## config.mk

```make
export PLATFORM = sky130hd
export DESIGN_NAME = aes_sbox_dual
export DESIGN_NICKNAME = d
export VERILOG_FILES = /design/src/rtl/aes_sbox_tower_pkg.sv /design/src/rtl/sbox_xor_map.sv /design/src/rtl/sbox_gf16_inv.sv /design/src/rtl/sbox_gf256_inv.sv /design/src/rtl/aes_sbox_dual.sv
export SDC_FILE = /design/constraint.sdc
export NUM_CORES = 1
export LEC_CHECK = 0
export BUFFER_PORTS_ARGS = -buffer_cell sky130_fd_sc_hd__buf_2
export CAP_MARGIN = 20
export CORE_ASPECT_RATIO = 0.7
export CORE_MARGIN = 5
export CORE_UTILIZATION = 53
export DETAILED_ROUTE_END_ITERATION = 10
export MAX_ROUTING_LAYER = met4
export PLACE_DENSITY_LB_ADDON = 0.15
export SYNTH_ARGS = -nofsm -noshare
export SYNTH_HDL_FRONTEND = slang
export SYNTH_HIERARCHICAL = 1
export SYNTH_SLANG_ARGS = --single-unit
```

## constraint.sdc

```tcl
create_clock -name vclk -period 6.6
set_input_delay 0.66 -clock vclk [all_inputs]
set_output_delay 0.66 -clock vclk [all_outputs]
set_load 0.01 [all_outputs]
```

## src/rtl/aes_sbox_tower_pkg.sv

```systemverilog
package aes_sbox_tower_pkg;

    // Packed 8x8 GF(2) matrix: row r lives in bits [8r+7:8r]; bit c of a row
    // is the coefficient of input bit c in output bit r.
    typedef logic [63:0] xor_mat_t;

    localparam int unsigned BYTE_W = 8;
    localparam int unsigned NIB_W  = BYTE_W / 2;
    localparam int unsigned PAIR_W = NIB_W / 2;

    // GF(2^2) = GF(2)[w]/(w^2+w+1); scalar for GF((2^2)^2) = GF(4)[y]/(y^2+y+PHI)
    localparam logic [PAIR_W-1:0] PHI = 2'b10;
    localparam logic [BYTE_W-1:0] AES_OFFSET = 8'h63;

    // ---------------- GF(2^2) ----------------
    function automatic logic [1:0] gf4_mul(input logic [1:0] a, input logic [1:0] b);
        logic hh;
        hh = a[1] & b[1];
        return {hh ^ (a[1] & b[0]) ^ (a[0] & b[1]), hh ^ (a[0] & b[0])};
    endfunction

    function automatic logic [1:0] gf4_sq(input logic [1:0] a);
        return {a[1], a[1] ^ a[0]};
    endfunction

    // In GF(4) every nonzero element satisfies a^3 = 1, so the inverse is the square.
    function automatic logic [1:0] gf4_inv(input logic [1:0] a);
        return gf4_sq(a);
    endfunction

    // ---------------- GF((2^2)^2) ----------------
    function automatic logic [3:0] gf16_mul(input logic [3:0] a, input logic [3:0] b);
        logic [1:0] p_hi, p_lo, p_mid;
        p_hi  = gf4_mul(a[3:2], b[3:2]);
        p_lo  = gf4_mul(a[1:0], b[1:0]);
        p_mid = gf4_mul(a[3:2] ^ a[1:0], b[3:2] ^ b[1:0]);
        return {p_mid ^ p_lo, p_lo ^ gf4_mul(PHI, p_hi)};
    endfunction

    function automatic logic [3:0] gf16_inv(input logic [3:0] a);
        logic [1:0] norm, norm_inv;
        norm = gf4_mul(PHI, gf4_sq(a[3:2])) ^ gf4_mul(a[3:2], a[1:0]) ^ gf4_sq(a[1:0]);
        norm_inv = gf4_inv(norm);
        return {gf4_mul(a[3:2], norm_inv), gf4_mul(a[3:2] ^ a[1:0], norm_inv)};
    endfunction

    // Pick a lambda for which z^2+z+lambda has no root in GF(16) (irreducible).
    function automatic logic [3:0] find_lambda();
        logic [3:0] pick;
        logic       found;
        logic       hit;
        pick  = 4'h0;
        found = 1'b0;
        for (int l = 2; l < 16; l++) begin
            hit = 1'b0;
            for (int z = 0; z < 16; z++) begin
                if ((gf16_mul(z[3:0], z[3:0]) ^ z[3:0]) == l[3:0]) hit = 1'b1;
            end
            if (!hit && !found) begin
                pick  = l[3:0];
                found = 1'b1;
            end
        end
        return pick;
    endfunction

    localparam logic [NIB_W-1:0] LAMBDA = find_lambda();

    // ---------------- GF(((2^2)^2)^2) ----------------
    function automatic logic [7:0] gf256t_mul(input logic [7:0] a, input logic [7:0] b);
        logic [3:0] p_hi, p_lo, p_mid;
        p_hi  = gf16_mul(a[7:4], b[7:4]);
        p_lo  = gf16_mul(a[3:0], b[3:0]);
        p_mid = gf16_mul(a[7:4] ^ a[3:0], b[7:4] ^ b[3:0]);
        return {p_mid ^ p_lo, p_lo ^ gf16_mul(LAMBDA, p_hi)};
    endfunction

    // Tower element that is a root of the AES polynomial x^8+x^4+x^3+x+1.
    function automatic logic [7:0] find_beta();
        logic [7:0] cand, b2, b3, b4, b8, pick;
        logic       found;
        pick  = 8'h00;
        found = 1'b0;
        for (int c = 2; c < 256; c++) begin
            cand = c[7:0];
            b2 = gf256t_mul(cand, cand);
            b3 = gf256t_mul(b2, cand);
            b4 = gf256t_mul(b2, b2);
            b8 = gf256t_mul(b4, b4);
            if (!found && ((b8 ^ b4 ^ b3 ^ cand ^ 8'h01) == 8'h00)) begin
                pick  = cand;
                found = 1'b1;
            end
        end
        return pick;
    endfunction

    // ---------------- matrix helpers ----------------
    function automatic logic [7:0] mat_vec(input xor_mat_t m, input logic [7:0] x);
        logic [7:0] y;
        for (int r = 0; r < 8; r++) y[r] = ^(m[8*r +: 8] & x);
        return y;
    endfunction

    function automatic xor_mat_t mat_mul(input xor_mat_t a, input xor_mat_t b);
        xor_mat_t   p;
        logic [7:0] col, v;
        p = '0;
        for (int c = 0; c < 8; c++) begin
            for (int k = 0; k < 8; k++) col[k] = b[8*k + c];
            v = mat_vec(a, col);
            for (int r = 0; r < 8; r++) p[8*r + c] = v[r];
        end
        return p;
    endfunction

    function automatic xor_mat_t mat_inv(input xor_mat_t m);
        xor_mat_t   work, acc;
        logic [7:0] tmp;
        int         piv;
        work = m;
        acc  = '0;
        for (int r = 0; r < 8; r++) acc[8*r + r] = 1'b1;
        for (int c = 0; c < 8; c++) begin
            piv = c;
            for (int r = 7; r >= c; r--) if (work[8*r + c]) piv = r;
            tmp = work[8*c +: 8]; work[8*c +: 8] = work[8*piv +: 8]; work[8*piv +: 8] = tmp;
            tmp = acc[8*c +: 8];  acc[8*c +: 8]  = acc[8*piv +: 8];  acc[8*piv +: 8]  = tmp;
            for (int r = 0; r < 8; r++) begin
                if (r != c && work[8*r + c]) begin
                    work[8*r +: 8] = work[8*r +: 8] ^ work[8*c +: 8];
                    acc[8*r +: 8]  = acc[8*r +: 8]  ^ acc[8*c +: 8];
                end
            end
        end
        return acc;
    endfunction

    // Column c of the map into the tower is beta^c.
    function automatic xor_mat_t build_to_tower(input logic [7:0] beta);
        xor_mat_t   m;
        logic [7:0] pw;
        m  = '0;
        pw = 8'h01;
        for (int c = 0; c < 8; c++) begin
            for (int r = 0; r < 8; r++) m[8*r + c] = pw[r];
            pw = gf256t_mul(pw, beta);
        end
        return m;
    endfunction

    function automatic xor_mat_t build_affine();
        xor_mat_t m;
        m = '0;
        for (int r = 0; r < 8; r++) begin
            m[8*r + r]           = 1'b1;
            m[8*r + ((r+4) % 8)] = 1'b1;
            m[8*r + ((r+5) % 8)] = 1'b1;
            m[8*r + ((r+6) % 8)] = 1'b1;
            m[8*r + ((r+7) % 8)] = 1'b1;
        end
        return m;
    endfunction

    // ---------------- derived constants ----------------
    localparam logic [BYTE_W-1:0] BETA     = find_beta();
    localparam xor_mat_t TO_TOWER          = build_to_tower(BETA);
    localparam xor_mat_t FROM_TOWER        = mat_inv(TO_TOWER);
    localparam xor_mat_t AFFINE            = build_affine();
    localparam xor_mat_t AFFINE_INV        = mat_inv(AFFINE);
    localparam xor_mat_t FWD_OUT_MAT       = mat_mul(AFFINE, FROM_TOWER);
    localparam xor_mat_t DEC_IN_MAT        = mat_mul(TO_TOWER, AFFINE_INV);
    localparam logic [BYTE_W-1:0] DEC_IN_OFFSET = mat_vec(DEC_IN_MAT, AES_OFFSET);

endpackage

```

## src/rtl/sbox_xor_map.sv

```systemverilog
module sbox_xor_map
    import aes_sbox_tower_pkg::*;
#(
    parameter xor_mat_t          MAT    = '0,
    parameter logic [BYTE_W-1:0] OFFSET = '0
) (
    input  logic [BYTE_W-1:0] vec_i,
    output logic [BYTE_W-1:0] vec_o
);
    // one XOR tree per output bit
    for (genvar r = 0; r < BYTE_W; r++) begin : g_row
        localparam logic [BYTE_W-1:0] ROW = MAT[BYTE_W*r +: BYTE_W];
        assign vec_o[r] = (^(vec_i & ROW)) ^ OFFSET[r];
    end
endmodule

```

## src/rtl/sbox_gf16_inv.sv

```systemverilog
module sbox_gf16_inv
    import aes_sbox_tower_pkg::*;
(
    input  logic [NIB_W-1:0] a_i,
    output logic [NIB_W-1:0] inv_o
);
    typedef struct packed {
        logic [PAIR_W-1:0] norm;
        logic [PAIR_W-1:0] norm_inv;
        logic [NIB_W-1:0]  res;
    } gf16_stage_t;

    gf16_stage_t st_d;

    always_comb begin
        st_d.norm = gf4_mul(PHI, gf4_sq(a_i[3:2]))
                  ^ gf4_mul(a_i[3:2], a_i[1:0])
                  ^ gf4_sq(a_i[1:0]);
        st_d.norm_inv = gf4_inv(st_d.norm);
        st_d.res = {gf4_mul(a_i[3:2], st_d.norm_inv),
                    gf4_mul(a_i[3:2] ^ a_i[1:0], st_d.norm_inv)};
    end

    assign inv_o = st_d.res;
endmodule

```

## src/rtl/sbox_gf256_inv.sv

```systemverilog
module sbox_gf256_inv
    import aes_sbox_tower_pkg::*;
(
    input  logic [BYTE_W-1:0] a_i,
    output logic [BYTE_W-1:0] inv_o
);
    logic [NIB_W-1:0] hi, lo, norm_d, norm_inv;

    assign hi = a_i[BYTE_W-1:NIB_W];
    assign lo = a_i[NIB_W-1:0];

    always_comb begin
        norm_d = gf16_mul(LAMBDA, gf16_mul(hi, hi))
               ^ gf16_mul(hi, lo)
               ^ gf16_mul(lo, lo);
    end

    sbox_gf16_inv u_norm_inv (
        .a_i   (norm_d),
        .inv_o (norm_inv)
    );

    always_comb begin
        inv_o = {gf16_mul(hi, norm_inv), gf16_mul(hi ^ lo, norm_inv)};
    end
endmodule

```

## src/rtl/aes_sbox_dual.sv

```systemverilog
module aes_sbox_dual
    import aes_sbox_tower_pkg::*;
(
    input  logic [7:0] byte_in,
    input  logic       dec_sel,
    output logic [7:0] byte_out
);
    typedef struct packed {
        logic [BYTE_W-1:0] tower_in;
    } in_sel_t;

    typedef struct packed {
        logic [BYTE_W-1:0] result;
    } out_sel_t;

    logic [BYTE_W-1:0] map_in_fwd, map_in_dec;
    logic [BYTE_W-1:0] map_out_fwd, map_out_dec;
    logic [BYTE_W-1:0] tower_in, tower_inv;
    in_sel_t           in_d;
    out_sel_t          out_d;

    // input side: plain isomorphism, or inverse affine folded into it
    sbox_xor_map #(.MAT(TO_TOWER), .OFFSET(8'h00)) u_in_fwd (
        .vec_i (byte_in), .vec_o (map_in_fwd));
    sbox_xor_map #(.MAT(DEC_IN_MAT), .OFFSET(DEC_IN_OFFSET)) u_in_dec (
        .vec_i (byte_in), .vec_o (map_in_dec));

    always_comb begin
        in_d.tower_in = dec_sel ? map_in_dec : map_in_fwd;
    end
    assign tower_in = in_d.tower_in;

    // single inverter shared by both directions
    sbox_gf256_inv u_inv (
        .a_i   (tower_in),
        .inv_o (tower_inv)
    );

    // output side: affine folded into inverse isomorphism, or plain inverse isomorphism
    sbox_xor_map #(.MAT(FWD_OUT_MAT), .OFFSET(AES_OFFSET)) u_out_fwd (
        .vec_i (tower_inv), .vec_o (map_out_fwd));
    sbox_xor_map #(.MAT(FROM_TOWER), .OFFSET(8'h00)) u_out_dec (
        .vec_i (tower_inv), .vec_o (map_out_dec));

    always_comb begin
        out_d.result = dec_sel ? map_out_dec : map_out_fwd;
    end
    assign byte_out = out_d.result;
endmodule

```

==> metrics.yaml <==
netlist.area_leader.share_pct: 25.12
dieArea_um2: 5247
syn-instance-count: 202
pin_count: 17
setup_ws_ns: -0.5427
period_share_pct: 108.2
syn_area_um2: 2057
drtPass1Iterations: 4
holdBufCountCts: 0
violations: "setup timing"
syn_area_per_cell_um2: 10.18
max_clock_freq_ghz: 0.1400
fp-row-count: 19
required_ns: 5.94
vias: 2079
fin_util_pct: 92.25
finalHoldViolCount: 0
slew_headroom_pct: 62.61
drc: 0
diodes: 0
setup_viol: 8
final_cell_mix: "buf_4, xnor2_1, buf_6"
place.gp.congestion: 0.8981
port_buffers: 17
tns_ns: -3.529
final_common_cell: "buf_4"
grt_overflow: 0
fill_cells: 132
maxCapViolCount: 0
status: "finished, violations left"
start_kind: "input pin"
yosys-top-cells-area: "xnor2_1, xnor3_1, xor2_1"
rsz0062_at_grt: "true"
path_class: "input pin to primary output"
worstMarginPinSlew_ns: 0.5569
synthesis.nets: 217
cp.arrival_ns: 6.48
path_max_fanout: 7
yosys.area.top_type: "xnor2_1"
holdCritPathClass: "input pin to primary output"
layout-drive-gt1-share_pct: 65.46
hpwl_um: 4295
vias_per_cell: 5.840
nets: 321
cp-end-kind: "primary output"
synth-seq-area-share_pct: 0
seq_cells: 0
core_area_um2: 3827
start_util_pct: 53.74
drtAntennaViolNets: 0
die_w_um: 84.46
min_period_ns: 7.143
clock_buffers: 0
dieHeight_um: 62.12
seq_area_um2: 0
routed_wl_um: 8197
grt_util_all_layers_pct: 24.91
synth_warnings: 6
grt_start_max_net_pins: 10
grt_pass1_wl_um: 10520
yosysUniqueCellTypes: 43
drt_iter0_markers: 153
area_delta_synth_final_pct: 71.65
antenna_found_initial: 0
report.final.slew_viol_count: 0
hold_slack_ns: 2.051
post_drt_wl_per_cell_um: 23.03
grt_pass1_vias: 2016
dp_slack_ns: -0.4700
cell type report:
class                      count  area (µm²)  share of cell area (%)
inverter                       5       18.77                  0.5315
tap                           52       65.06                   1.843
timing repair buffer         110       922.1                   26.12
multi-input combinational    189        2525                   71.51
kinds of logic after synthesis:
group                      Yosys count  share of synthesized area [%]
muxes                               25                          15.15
buffers and inverters               13                          4.623
adders and majority gates            6                          3.650
and+or+nand+nor                     36                          9.185
AOI/OAI and AO/OA                   21                          7.969
xor gates and xnor gates           101                          59.43
timing repair:
action / in CTS / in global routing
setup buffers: 24 / 14
pin swaps: 44 / 23
endpoints found under the setup margin: 8 / 8
hold endpoints to repair: 0 / 0
resized for setup: 55 / 25
worst max-delay path: stages:
cell and delay (ns):
buf_6 0.10, xnor3_2 0.43, xnor3_1 0.45, mux2_4 0.32, buf_6 0.15, ha_4 0.16, xor2_2 0.16, xnor2_1 0.28
xnor2_2 0.18, ha_2 0.27, xnor2_4 0.14, xor3_2 0.40, and4_1 0.21, a221o_2 0.40, buf_6 0.18, nand2_2 0.09
xor2_2 0.22, xor2_1 0.33, xnor2_2 0.15, buf_4 0.17, xnor2_4 0.22, xor3_1 0.39, mux2_4 0.29, buf_6 0.13
metal layers:
| metal | vias to the layer above | track usage, % | part of all wire, % |
|---|---|---|---|
| li1 | 893 | - | - |
| met1 | 1029 | 32.71 | 40 |
| met2 | 117 | 43.90 | 51 |
| met3 | 40 | 0.9247 | 5.1 |
| met4 | 0 | 3.755 | 4.4 |
| met5 | - | - | 0 |
worst paths after layout:
check / startpoint / endpoint / slack (ns) / cells past startpoint
hold / removal: dec_sel / byte_out[3] / 2.05 / 4
setup / recovery: byte_in[0] / byte_out[4] / -0.54 / 24
cells in the mapped netlist (all sizes together), types with 2 or more instances:
cell / n
a221oi: 2
nor4: 2
inv: 5
nor2b: 3
nor3b: 3
buf: 8
mux2: 19
ha: 6
and2: 2
xor3: 6
nand2: 12
xnor3: 13
a221o: 2
xnor2: 60
xor2: 22
a22oi: 2
o21ai: 6
mux2i: 6
nand2b: 4
nor2: 7
stage by stage:
stage / instances / instance area (µm²)
finish: 356 / 3531
global route: 356 / 3531
CTS: 343 / 3279
detailed placement: 323 / 2815
floorplan: 202 / 2278
global placement: 323 / 2815
Power is left out: the tool's default activity adds up to more than one toggle a clock period on the data nets, which glitch-free logic cannot reach.
